<file path="src/rtl/pfc_pkg.sv">
package pfc_pkg;
  localparam int unsigned KV_FRAC = 8;
  localparam int unsigned G_FRAC  = 4;
  localparam int unsigned C_FRAC  = 8;
endpackage

</file>
<file path="src/rtl/pfc_vref_gen.sv">
module pfc_vref_gen
  import pfc_pkg::*;
#(
  parameter int unsigned SPD_W = 12,
  parameter int unsigned KV_W  = 12,
  parameter int unsigned V_W   = 12
) (
  input  logic [SPD_W-1:0] speed_i,
  input  logic [KV_W-1:0]  kv_i,
  output logic [V_W-1:0]   vref_o
);
  localparam int unsigned M_W = SPD_W + KV_W;
  localparam logic [M_W-1:0] VMAX = M_W'((1 << V_W) - 1);

  logic [M_W-1:0] scaled;

  always_comb begin
    scaled = (M_W'(kv_i) * M_W'(speed_i)) >> KV_FRAC;
    vref_o = (scaled > VMAX) ? '1 : V_W'(scaled);
  end
endmodule

</file>
<file path="src/rtl/pfc_pi_incr.sv">
module pfc_pi_incr
  import pfc_pkg::*;
#(
  parameter int unsigned V_W = 12,
  parameter int unsigned G_W = 8,
  parameter int unsigned D_W = 8
) (
  input  logic           clk_i,
  input  logic           rst_ni,
  input  logic           en_i,
  input  logic           strobe_i,
  input  logic [V_W-1:0] vref_i,
  input  logic [V_W-1:0] vdc_i,
  input  logic [G_W-1:0] kp_i,
  input  logic [G_W-1:0] ki_i,
  input  logic [D_W-1:0] dmax_i,
  output logic [D_W-1:0] u_o
);
  localparam int unsigned E_W = V_W + 1;
  localparam int unsigned P_W = E_W + G_W + 4;

  logic signed [E_W-1:0] err, e_prev_q;
  logic signed [E_W:0]   derr;
  logic signed [P_W-1:0] prod_p, prod_i, inc, u_sum, lim;
  logic [D_W-1:0]        u_q, u_nxt;

  always_comb begin
    err    = $signed({1'b0, vref_i}) - $signed({1'b0, vdc_i});
    derr   = $signed({err[E_W-1], err}) - $signed({e_prev_q[E_W-1], e_prev_q});
    prod_p = P_W'(derr) * $signed(P_W'({1'b0, kp_i}));
    prod_i = P_W'(err)  * $signed(P_W'({1'b0, ki_i}));
    inc    = (prod_p + prod_i) >>> G_FRAC;
    u_sum  = inc + $signed(P_W'({1'b0, u_q}));
    lim    = $signed(P_W'({1'b0, dmax_i}));
    if (u_sum < 0)        u_nxt = '0;
    else if (u_sum > lim) u_nxt = dmax_i;
    else                  u_nxt = D_W'(u_sum);
  end

  always_ff @(posedge clk_i or negedge rst_ni) begin
    if (!rst_ni) begin
      u_q      <= '0;
      e_prev_q <= '0;
    end else if (!en_i) begin
      u_q      <= '0;
      e_prev_q <= '0;
    end else if (strobe_i) begin
      u_q      <= u_nxt;
      e_prev_q <= err;
    end
  end

  assign u_o = u_q;

  assert_clear_when_off_R8: assert property (@(posedge clk_i) disable iff (!rst_ni)
    !en_i |=> (u_o == '0));
  assert_anti_windup_R3: assert property (@(posedge clk_i) disable iff (!rst_ni)
    (en_i && strobe_i) |=> (u_o <= $past(dmax_i)));
endmodule

</file>
<file path="src/rtl/pfc_thd_shaper.sv">
module pfc_thd_shaper
  import pfc_pkg::*;
#(
  parameter int unsigned V_W = 12,
  parameter int unsigned D_W = 8
) (
  input  logic           clk_i,
  input  logic           rst_ni,
  input  logic           strobe_i,
  input  logic [V_W-1:0] vin_i,
  input  logic [V_W-1:0] vref_i,
  input  logic [D_W-1:0] u_i,
  output logic [D_W-1:0] duty_o
);
  localparam int unsigned N_W = V_W + C_FRAC;
  localparam int unsigned R_W = C_FRAC + 1;
  localparam int unsigned X_W = D_W + R_W;
  localparam logic [R_W-1:0] ONE = R_W'(1 << C_FRAC);

  logic [V_W-1:0] vin_q, vref_q, vmin;
  logic [N_W-1:0] num, den, quo;
  logic [R_W-1:0] ratio, corr;
  logic [X_W-1:0] prod;

  always_ff @(posedge clk_i or negedge rst_ni) begin
    if (!rst_ni) begin
      vin_q  <= '0;
      vref_q <= '0;
    end else if (strobe_i) begin
      vin_q  <= vin_i;
      vref_q <= vref_i;
    end
  end

  always_comb begin
    vmin  = (vin_q < vref_q) ? vin_q : vref_q;
    num   = {vmin, {C_FRAC{1'b0}}};
    den   = N_W'(vref_q);
    quo   = (vref_q == '0) ? '0 : num / den;
    ratio = R_W'(quo);
    corr  = ONE - (ratio >> 1);
    prod  = (X_W'(u_i) * X_W'(corr)) >> C_FRAC;
    duty_o = D_W'(prod);
  end

  assert_corr_no_gain_R4: assert property (@(posedge clk_i) disable iff (!rst_ni)
    duty_o <= u_i);
endmodule

</file>
<file path="src/rtl/pfc_pwm_gen.sv">
module pfc_pwm_gen #(
  parameter int unsigned CNT_W = 8
) (
  input  logic             clk_i,
  input  logic             rst_ni,
  input  logic             en_i,
  input  logic [CNT_W-1:0] duty_next_i,
  output logic             sample_o,
  output logic             gate_o,
  output logic [CNT_W-1:0] duty_o
);
  localparam int unsigned PERIOD = 1 << CNT_W;
  localparam logic [CNT_W-1:0] SMP_CNT  = CNT_W'(PERIOD - 2);
  localparam logic [CNT_W-1:0] WRAP_CNT = CNT_W'(PERIOD - 1);

  logic [CNT_W-1:0] cnt_q, duty_q;

  always_ff @(posedge clk_i or negedge rst_ni) begin
    if (!rst_ni) cnt_q <= '0;
    else         cnt_q <= cnt_q + 1'b1;
  end

  always_ff @(posedge clk_i or negedge rst_ni) begin
    if (!rst_ni)                duty_q <= '0;
    else if (!en_i)             duty_q <= '0;
    else if (cnt_q == WRAP_CNT) duty_q <= duty_next_i;
  end

  assign sample_o = (cnt_q == SMP_CNT);
  assign gate_o   = en_i & (cnt_q < duty_q);
  assign duty_o   = duty_q;

  assert_no_midperiod_change_R6: assert property (@(posedge clk_i) disable iff (!rst_ni)
    (en_i && $past(en_i) && cnt_q != '0) |-> $stable(duty_q));
  assert_strobe_before_wrap_R6: assert property (@(posedge clk_i) disable iff (!rst_ni)
    sample_o |=> (cnt_q == WRAP_CNT));
endmodule

</file>
<file path="src/rtl/pfc_duty_ctrl.sv">
module pfc_duty_ctrl #(
  parameter int unsigned SPD_W = 12,
  parameter int unsigned KV_W  = 12,
  parameter int unsigned V_W   = 12,
  parameter int unsigned G_W   = 8,
  parameter int unsigned CNT_W = 8
) (
  input  logic             clk_i,
  input  logic             rst_ni,
  input  logic             en_i,
  input  logic [SPD_W-1:0] speed_ref_i,
  input  logic [KV_W-1:0]  kv_i,
  input  logic [V_W-1:0]   vdc_i,
  input  logic [V_W-1:0]   vin_i,
  input  logic [G_W-1:0]   kp_i,
  input  logic [G_W-1:0]   ki_i,
  input  logic [CNT_W-1:0] dmax_i,
  output logic             sample_o,
  output logic             gate_o,
  output logic [CNT_W-1:0] duty_o
);
  logic [V_W-1:0]   vref;
  logic [CNT_W-1:0] u, duty_next;

  pfc_vref_gen #(.SPD_W(SPD_W), .KV_W(KV_W), .V_W(V_W)) u_vref (
    .speed_i(speed_ref_i), .kv_i(kv_i), .vref_o(vref)
  );

  pfc_pi_incr #(.V_W(V_W), .G_W(G_W), .D_W(CNT_W)) u_pi (
    .clk_i(clk_i), .rst_ni(rst_ni), .en_i(en_i), .strobe_i(sample_o),
    .vref_i(vref), .vdc_i(vdc_i), .kp_i(kp_i), .ki_i(ki_i),
    .dmax_i(dmax_i), .u_o(u)
  );

  pfc_thd_shaper #(.V_W(V_W), .D_W(CNT_W)) u_shape (
    .clk_i(clk_i), .rst_ni(rst_ni), .strobe_i(sample_o),
    .vin_i(vin_i), .vref_i(vref), .u_i(u), .duty_o(duty_next)
  );

  pfc_pwm_gen #(.CNT_W(CNT_W)) u_pwm (
    .clk_i(clk_i), .rst_ni(rst_ni), .en_i(en_i), .duty_next_i(duty_next),
    .sample_o(sample_o), .gate_o(gate_o), .duty_o(duty_o)
  );

  assert_gate_needs_duty_R7: assert property (@(posedge clk_i) disable iff (!rst_ni)
    gate_o |-> (duty_o != '0));
endmodule

</file>
<file path="config.mk">
export PLATFORM = sky130hd
export DESIGN_NAME = pfc_duty_ctrl
export DESIGN_NICKNAME = d
export VERILOG_FILES = /design/src/rtl/pfc_pkg.sv /design/src/rtl/pfc_vref_gen.sv /design/src/rtl/pfc_pi_incr.sv /design/src/rtl/pfc_thd_shaper.sv /design/src/rtl/pfc_pwm_gen.sv /design/src/rtl/pfc_duty_ctrl.sv
export SDC_FILE = /design/constraint.sdc
export NUM_CORES = 1
export LEC_CHECK = 0
export BUFFER_PORTS_ARGS = -buffer_cell sky130_fd_sc_hd__buf_2
export CAP_MARGIN = 20
export CORE_UTILIZATION = 40
export DETAILED_ROUTE_END_ITERATION = 8
export PLACE_DENSITY_LB_ADDON = 0.25
export SYNTH_ARGS = -nofsm -noshare
export SYNTH_HDL_FRONTEND = slang
export SYNTH_SLANG_ARGS = --single-unit
export TNS_END_PERCENT = 5
</file>
<file path="constraint.sdc">
create_clock -name clk_i -period 82.7 [get_ports clk_i]
set_input_delay 16.54 -clock clk_i [delete_from_list [all_inputs] [get_ports clk_i]]
set_output_delay 16.54 -clock clk_i [all_outputs]
set_load 0.02 [all_outputs]
</file>
=== Yosys cells after proc, flatten, opt, wreduce, memory -nomap -nowiden ===
Index checks and enable logic that the tools add are counted.

* Output and inout bits: 10
* Word-level logic and storage cells: 39
* Input port bits: 75
* Register bits after elaboration: 61

* Add/subtract/negate cells: 6
* Magnitude comparators: 5
* Muxes and demuxes: 11
* Equality and inequality tests: 4
* Reduce and logical (&&, ||, !) cells: 1
* Div/mod/pow operators: 1
* $mul: 4
* Bitwise gates (word level): 1

{| class="wikitable"
|+ Operators by type and width
! operator !! number
|-
| $mux 8 || 6
|-
| $mux 13 || 2
|-
| $add 23x22->24 || 1
|-
| $mul 12x12->24 || 1
|-
| $mux 12 || 2
|-
| $mul 14x9->23 || 1
|-
| $gt 22x9->1 || 1
|-
| $lt 22x1->1 const B || 1
|-
| $mul 13x9->22 || 1
|-
| $add 20x9->21 || 1
|-
| $div 20x12->20 || 1
|-
| $eq 8x8->1 const B || 2
|-
| $gt 16x12->1 const B || 1
|-
| $mul 8x9->16 || 1
|-
| $sub 13x13->14 || 1
|-
| $sub 12x12->13 || 1
|-
| $logic_not 12->1 || 1
|-
| $lt 12x12->1 || 1
|-
| $mux 9 || 1
|-
| $sub 9x8->9 const A || 1
|-
| $add 8x1->8 const B || 1
|-
| $lt 8x8->1 || 1
|-
| $ne 2x1->1 const B || 2
|-
| $and 1x1->1 || 1
|}

=== Depth between registers and ports, before layout ===
Gate-level depths: netlist of run 1.

* Depth in word-level cells: 13
* Gate-level depth with buffers: 226

=== Hierarchy ===
Synthesis of run 1 repeated with hierarchy kept, for this count alone.

* Cells, all modules: 3712
* Area, all modules: 30137.7 um2

{| class="wikitable"
|+ Modules (own cells, without submodules)
! module !! sequential area each (um2) !! area each (um2) !! times used !! cells each
|-
| pfc_thd_shaper || 600.6 || 12693.4 || 1 || 1700
|-
| pfc_pi_incr || 525.5 || 11678.7 || 1 || 1352
|-
| pfc_vref_gen || 0.0 || 4848.4 || 1 || 573
|-
| pfc_pwm_gen || 400.4 || 917.1 || 1 || 87
|}

=== Worst setup path after synthesis of run 1 ===
OpenSTA, ideal clock, no wires.

* Path kind: register to register
* Start: register u_shape.vref_q[2]
* End: register u_pwm.duty_q[5] (netlist: u_pwm.duty_o[5])
* Cell stages (with the launch flop): 210
* Required time: 82581 ps
* Buffers on the path: 16
* Path slack: 40113 ps
* Arrival time: 42468 ps
* Cells stage by stage: dfrtp_1 -> clkbuf_1 -> inv_1 -> ha_1 -> a211o_1 -> a31oi_1 -> o21a_1 -> o21ai_0 -> o21ai_0 -> ha_1 -> a21oi_1 -> ha_1 -> nor4b_1 -> a311oi_1 -> nor3_1 -> nor2_1 -> ha_1 -> a21oi_1 -> (+174 left out) -> inv_1 -> ha_1 -> o21ai_0 -> a22oi_1 -> and2_1 -> fa_1 -> fa_1 -> fa_1 -> inv_1 -> fa_1 -> inv_1 -> ha_1 -> nor3_1 -> nor2_1 -> a311oi_2 -> xnor2_1 -> o21ai_0 -> and2_1

* Word-level cells in the longest chain between the ends: 8
* Elaborated cells on any way between the ends: 9

{| class="wikitable"
|+ RTL lines
! what !! RTL line !! source
|-
| start: declaration || pfc_thd_shaper.sv:20 || <nowiki>logic [V_W-1:0] vin_q, vref_q, vmin;</nowiki>
|-
| start signal: assignment || pfc_thd_shaper.sv:31 || <nowiki>vref_q <= vref_i;</nowiki>
|-
| $lt 12x12->1 || pfc_thd_shaper.sv:36 || <nowiki>vmin = (vin_q < vref_q) ? vin_q : vref_q;</nowiki>
|-
| $mux 12 || pfc_thd_shaper.sv:36 ||
|-
| $div 20x12->20 || pfc_thd_shaper.sv:39 || <nowiki>quo = (vref_q == '0) ? '0 : num / den;</nowiki>
|-
| $mux 9 (*) || pfc_thd_shaper.sv:39 ||
|-
| $sub 9x8->9 (*) || pfc_thd_shaper.sv:41 || <nowiki>corr = ONE - (ratio >> 1);</nowiki>
|-
| $mul 8x9->16 (*) || pfc_thd_shaper.sv:42 || <nowiki>prod = (X_W'(u_i) * X_W'(corr)) >> C_FRAC;</nowiki>
|-
| $mux 8 (*) || pfc_pwm_gen.sv:26 || <nowiki>else if (cnt_q == WRAP_CNT) duty_q <= duty_next_i;</nowiki>
|-
| $mux 8 (*) || pfc_pwm_gen.sv:25 || <nowiki>else if (!en_i) duty_q <= '0;</nowiki>
|-
| end signal: assignment || pfc_pwm_gen.sv:26 ||
|-
| end: declaration || pfc_pwm_gen.sv:16 || <nowiki>logic [CNT_W-1:0] cnt_q, duty_q;</nowiki>
|}

Mark *: on every way between the ends. The rest lies on a longest branch, timed or not. The select of a mux whose other input is x is not followed.
A chain may end at the register's enable or synchronous reset.

=== Worst setup path after layout of run 1 ===
* Start: register u_shape.vref_q[6]
* End: register u_pwm.duty_q[6] (netlist: u_pwm.duty_o[6])

The elaborated chain is that of the path after synthesis.

==> metrics.csv, run 1 <==
metric,value,unit
outcome,"finished, final reports clean",
final-max-slew-violation-count,0,
critical_path_class,reg -> reg,
post_route_non_filler_standard_cell_count,4408,
clock_tree_from_tritoncts,yes,
required,82.93,ns
effective_utilization_at_floorplan,40.8,%
ffs_w_async_s_r_synth,100,%
slowest_delay,0.79,ns
die-area,71400,um2
post-place-cells,4390,
synthSimpleGateAreaFrac,19.5,%
drive_gt1_share,6.53,%
worst_min_delay_path_class,reg -> reg,
cts-root-buf,clkbuf_16,
net_count_after_synthesis,4265,
leading_cell_type_by_number_of_instances_after_synthesis,inv_1,
grt.total_usage,21.5,%
antenna_found_initial,1,
core_area,69100,um2
synth_top_cell_area_share,25.5,%
synthesis.yosys.warnings,0,
wirelength,73.2,mm
grt.met2_usage,37.9,%
clock_sinks,61,
worst_skew_pair_latency,0.37,ns
filler_cell_count,6934,
arithmetic_cell_share_of_the_synthesized_area_counting_full_adders_half_adders_and_majority_gates,42.8,%
die-width,267,um
rsz0062_at_grt,false,
syn_inst,3442,
finalSetupViolCount,0,
areaGrowthSynthToFinish,6.23,%
port-buffer-count,84,
cp-end-kind,flop,
synth-main-ff-cell,dfrtp_1,
netlist_top_cells_area,"fa_1, ha_1, inv_1",
route.detailed.wl_per_inst,16.6,um
htree_num_levels,3,
antennaDiodeCount,0,
synth_top_family_by_area,adder cells,
grt_util_met1,28.6,%
postSynthRegisterBits,61,
via_count,23600,
totalNegativeSetupSlack,0,ns
synth-edff-count,0,
remaining_drc_errors,0,
yosysSeqAreaShare,5.42,%
first_iter_violations,1441,
muxShareOfSynthArea,2.70,%
maxSlewHeadroom,34.5,%
worst_ep_arrival_time,49.21,ns
ant_nets,0,
global_route.overflow_total,0,
synth_commonest_cells,"inv_1, nand2_1, ha_1, fa_1, and2_1",
cap_violations,0,
global_route.peak_usage_layer,met2,
timing.critical_path.slowest_stage_cell,nor2_1,
critical_path.most_common_cell,ha_1,
cts_setup_buffers,0,
finish.net_count,4295,
synth_area_leader_cell,fa_1,
wire_length_of_the_first_global_routing_pass,124,mm
clock-skew-final,0.0151,ns
grt_util_met3,0.910,%
synth_area,28100,um2
first_global_vias,24400,
cts_buffers,9,
synth_xor_area_share,5.20,%
die_height,267,um
maximum_number_of_pins_on_one_net_before_global_route_repair,56,
synth_compound_area_share,15.9,%
num_rows,96,
netlist-cell-type-count,104,
tightest_slew,0.980,ns
synth_area_per_cell,8.18,um2
global_placement_routability_congestion,0.946,
dp.final_hpwl,60.4,mm
maxClockFrequency,20.4,MHz
final-hold-violation-count,0,
via_per_inst,5.35,
num_io_pins,85,
cp_max_fo,23,
clock_tree.buffer_depth,2,
worst_setup_path_start_kind,flop,
min_period_over_period,59.2,%
detail_route.first_pass.iterations,5,
clkTransAtPathRegs,0.07,ns
cts.repair.resized,0,
cts_hold_repair.buffers,0,
post-route-min-period,48.98,ns
## cells in the final DEF, fill, tap and decap left out, types with 9 or more instances in the layout
cell type	synthesis	layout
a21boi_0	24	23
or3_1	17	17
a21o_1	76	76
and3_1	36	36
xnor2_1	101	101
buf_2	6	84
o21ai_0	138	138
or2_2	11	11
and2_1	199	199
nor2_1	148	148
fa_1	358	358
nor4_1	11	11
nand4_1	17	17
o21bai_1	24	24
inv_1	544	544
a21oi_1	150	150
a211oi_1	13	13
a31oi_1	14	14
dfrtp_1	61	61
o21ai_1	14	14
buf_4	2	24
mux2_2	45	45
o21a_1	45	45
nand2b_1	38	38
ha_1	390	390
o211ai_1	24	24
nand2_1	420	420
clkbuf_16	0	9
mux2i_1	24	24
nand3_1	53	52
o31ai_1	21	21
nor2b_1	48	48
xor2_1	58	58
nor3_1	59	59
## cell type report
cell class / count / area [um2] / share of cell area [%]
Multi-Input combinational cell: 2747 / 24200 / 81.0
Clock inverter: 6 / 93.8 / 0.314
Clock buffer: 10 / 239 / 0.799
Tap cell: 931 / 1160 / 3.90
Timing Repair Buffer: 108 / 601 / 2.01
Sequential cell: 61 / 1530 / 5.10
Inverter: 545 / 2050 / 6.84
## worst paths after layout
kind / start / to / slack [ns] / depth (start not counted)
min: u_shape.vin_q[2] / u_shape.vin_q[2] / 0.52 / 2
max reg2reg: u_shape.vref_q[6] / u_pwm.duty_o[6] / 33.72 / 200
max: u_shape.vref_q[6] / u_pwm.duty_o[6] / 33.72 / 200
min reg2reg: u_shape.vin_q[2] / u_shape.vin_q[2] / 0.52 / 2
max in group asynchronous: rst_ni / u_shape.vref_q[4] / 65.63 / 2
min in group asynchronous: rst_ni / u_pwm.duty_o[1] / 16.00 / 1
## worst max-delay path, delay by kind of cell, from the launching register on
kind / cells / cell delay, ns
simple gates: 49 / 10.34
flops: 1 / 0.42
mux: 3 / 1.01
compound gates: 114 / 26.94
buf+inv: 8 / 1.45
fa+ha+maj: 26 / 8.57
## metrics by stage
stage / instance area [um2] / worst slack, ns / hold WS (ns) / util [%]
2_1_floorplan: 28100 / 40.11 / 0.459 / -
3_3_place_gp: 29600 / 35.13 / 0.496 / 42.8
3_5_place_dp: 29600 / 34.12 / 0.494 / 42.8
4_1_cts: 29900 / 33.94 / 0.516 / 43.3
5_1_grt: 29900 / 29.15 / 0.538 / 43.3
6_report: 29900 / 33.72 / 0.521 / 43.3
## metal layers
metal / share of wire (%) / up-vias
li1: - / 11500
met4: 2.4 / 0
met1: 47 / 11600
met2: 48 / 413
met5: 0 / -
met3: 2.6 / 68
## flip-flops by register name (all words and copies together), names as in the netlist
signal	count
u_shape.vin_q	12
u_pi.e_prev_q	13
u_shape.vref_q	12
u_pwm.duty_o	8
u_pwm.cnt_q	8
u_pi.u_o	8
## cell families after synthesis
kind of cell | Yosys count
and+or+nand+nor | 1100
DFF | 61
buffers and inverters | 634
xor gates and xnor gates | 163
AOI/OAI and AO/OA | 666
adders and majority gates | 748
muxes | 70
Power of run 1 is left out: the tool's default activity adds up to more than one toggle a clock period on the data nets, which glitch-free logic cannot reach.
==> run 2, diff against run 1 <==
==> constraint.sdc (replaced) <==
create_clock -name clk_i -period 44.8 [get_ports clk_i]
set_input_delay 8.96 -clock clk_i [delete_from_list [all_inputs] [get_ports clk_i]]
set_output_delay 8.96 -clock clk_i [all_outputs]
set_load 0.02 [all_outputs]
==> run 2 against run 1 <==
Sequential cell count stayed put; via count grew 1.5%; cell count is 0.95% higher; sequential share of layout area decreased by 0.077 points; global-route usage up 0.37 points; clock-buffer cell count is the same; worst hold slack improved by 0.00091 ns; non-clock buffer count increased by 40; critical path depth fell by 3; highest routed layer unchanged.
==> metrics.csv, run 2 (synthesis gave the netlist of run 1 again) <==
metric,value,unit
worst-path-stages,197,
cts_buffers,9,
detail_route.first_pass.iterations,5,
timing.reg2reg.worst_path_depth,197,
largest_register_ffs,13,
clock_sinks,61,
maxClockFrequency,23.9,MHz
outcome,"finished, final reports clean",
die-width,267,um
clock_tree_from_tritoncts,yes,
cp-end-kind,flop,
num_rows,96,
clock_tree.buffer_depth,2,
dp.final_hpwl,61.6,mm
required,45.03,ns
crit_buf_inv,14,
antenna_found_initial,1,
filler_cell_count,6990,
effective_utilization_at_floorplan,40.8,%
min_period_over_period,93.4,%
cts-root-buf,clkbuf_16,
slowest_delay,0.60,ns
via_per_inst,5.38,
worst_min_delay_path_class,reg -> reg,
final-max-slew-violation-count,0,
tightest_slew,0.994,ns
htree_num_levels,3,
first_iter_violations,1462,
port-buffer-count,84,
worst_skew_pair_latency,0.37,ns
cp_top_family,compound AO/OA/AOI/OAI gates,
die_height,267,um
cap_violations,0,
post-route-min-period,41.84,ns
drive_gt1_share,9.04,%
dpl-instance-area,29800,um2
worstSetupStartpoint,u_shape.vref_q[2],
worst-r2r-setup-slack,2.96,ns
worst_setup_path_start_kind,flop,
area.sequential,1530,um2
mostFrequentLayoutCell,inv_1,
layout_top_registers,"u_pi.e_prev_q (13), u_shape.vin_q (12), u_shape.vref_q (12)",
finish.net_count,4336,
max_flop_register,u_pi.e_prev_q,
global_route.overflow_total,0,
remaining_drc_errors,0,
reg2reg_from,u_shape.vref_q[2],
die-area,71400,um2
post-route-cell-area,30400,um2
finalSetupViolCount,0,
global_placement_routability_congestion,0.917,
via_count,24000,
num_io_pins,85,
clkTransAtPathRegs,0.06,ns
wire_length_of_the_first_global_routing_pass,125,mm
final-hold-violation-count,0,
areaGrowthSynthToFinish,8.12,%
combined_area_of_the_multi_input_logic_cells,24500,um2
cts_hold_repair.buffers,0,
wirelength,75.4,mm
cp_max_fo,16,
layout.cells.most_common_list,"inv_1, nand2_1, ha_1, fa_1, and2_1",
r2r_end,u_pwm.duty_o[7],
critical_path.most_common_cell,ha_1,
maximum_number_of_pins_on_one_net_before_global_route_repair,62,
core_area,69100,um2
timing.critical_path.slowest_stage_cell,or4_1,
first_global_vias,24100,
route.detailed.wl_per_inst,16.9,um
worst_ep_arrival_time,42.08,ns
maxSlewHeadroom,33.3,%
critical_path_class,reg -> reg,
clock-skew-final,0.0175,ns
endpoint,u_pwm.duty_o[7],
grt.total_usage,21.9,%
ant_nets,0,
run 2: cell type report:
type                       instances  share of cell area, %
antenna                            1                0.00822
clock buffer                      10                  0.752
timing repair buffer             148                   2.96
sequential                        61                   5.03
tap                              931                   3.83
multi-input combinational       2748                   80.6
clock inverter                     6                  0.127
inverter                         545                   6.72
run 2: how the worst min path moves through the flow:
stage                       endpoint  depth (start not counted)  slack [ns]        startpoint
global route        u_shape.vin_q[8]                          2        0.55  u_shape.vin_q[8]
CTS                   u_pwm.cnt_q[4]                          1        0.53    u_pwm.cnt_q[4]
detailed placement    u_pwm.cnt_q[6]                          1        0.52    u_pwm.cnt_q[6]
finish                u_pwm.cnt_q[4]                          1        0.52    u_pwm.cnt_q[4]
floorplan           u_shape.vin_q[0]                          2        0.46  u_shape.vin_q[0]
global placement      u_pwm.cnt_q[4]                          1        0.49    u_pwm.cnt_q[4]
run 2: per-stage QoR:
stage | util (%) | hold slack (ns) | worst slack (ns) | TNS (ns) | std cells
CTS | 43.5 | 0.527 | 0.104 | 0 | 4435
floorplan | - | 0.459 | 2.21 | 0 | 3442
detailed placement | 43.1 | 0.515 | -0.0223 | -0.0314 | 4419
finish | 44.1 | 0.522 | 2.96 | 0 | 4450
global route | 44.1 | 0.551 | -0.122 | -0.179 | 4450
global placement | 43.1 | 0.493 | 1.04 | 0 | 4419
run 2: worst register-to-register path, delay by kind of cell (launching register included):
kind                     cells  cell delay, ns
AO/OA/AOI/OAI              102           19.94
AND/OR/NAND/NOR             49            8.84
adder cells (fa/ha/maj)     25            8.48
buffers and inverters       14            2.11
multiplexers                 5            1.67
XOR/XNOR                     2            0.41
flip-flops                   1            0.31
run 2: per-layer routing:
layer  global-route usage (%)  routed length (um)  vias up
li1                         -                   -    11600
met1                     29.1               34000    11700
met2                     37.7               36200      499
met3                     1.38                2900       97
met4                     7.04                2250        0
met5                        0                   0        -
run 2: repair_timing:
action                     CTS  global route
setup endpoints to repair    7             8
pin swaps                    0            14
gates cloned                 0             1
gates resized for setup      2            75
buffers inserted             0            12
Power of run 2 is left out for the same reason.
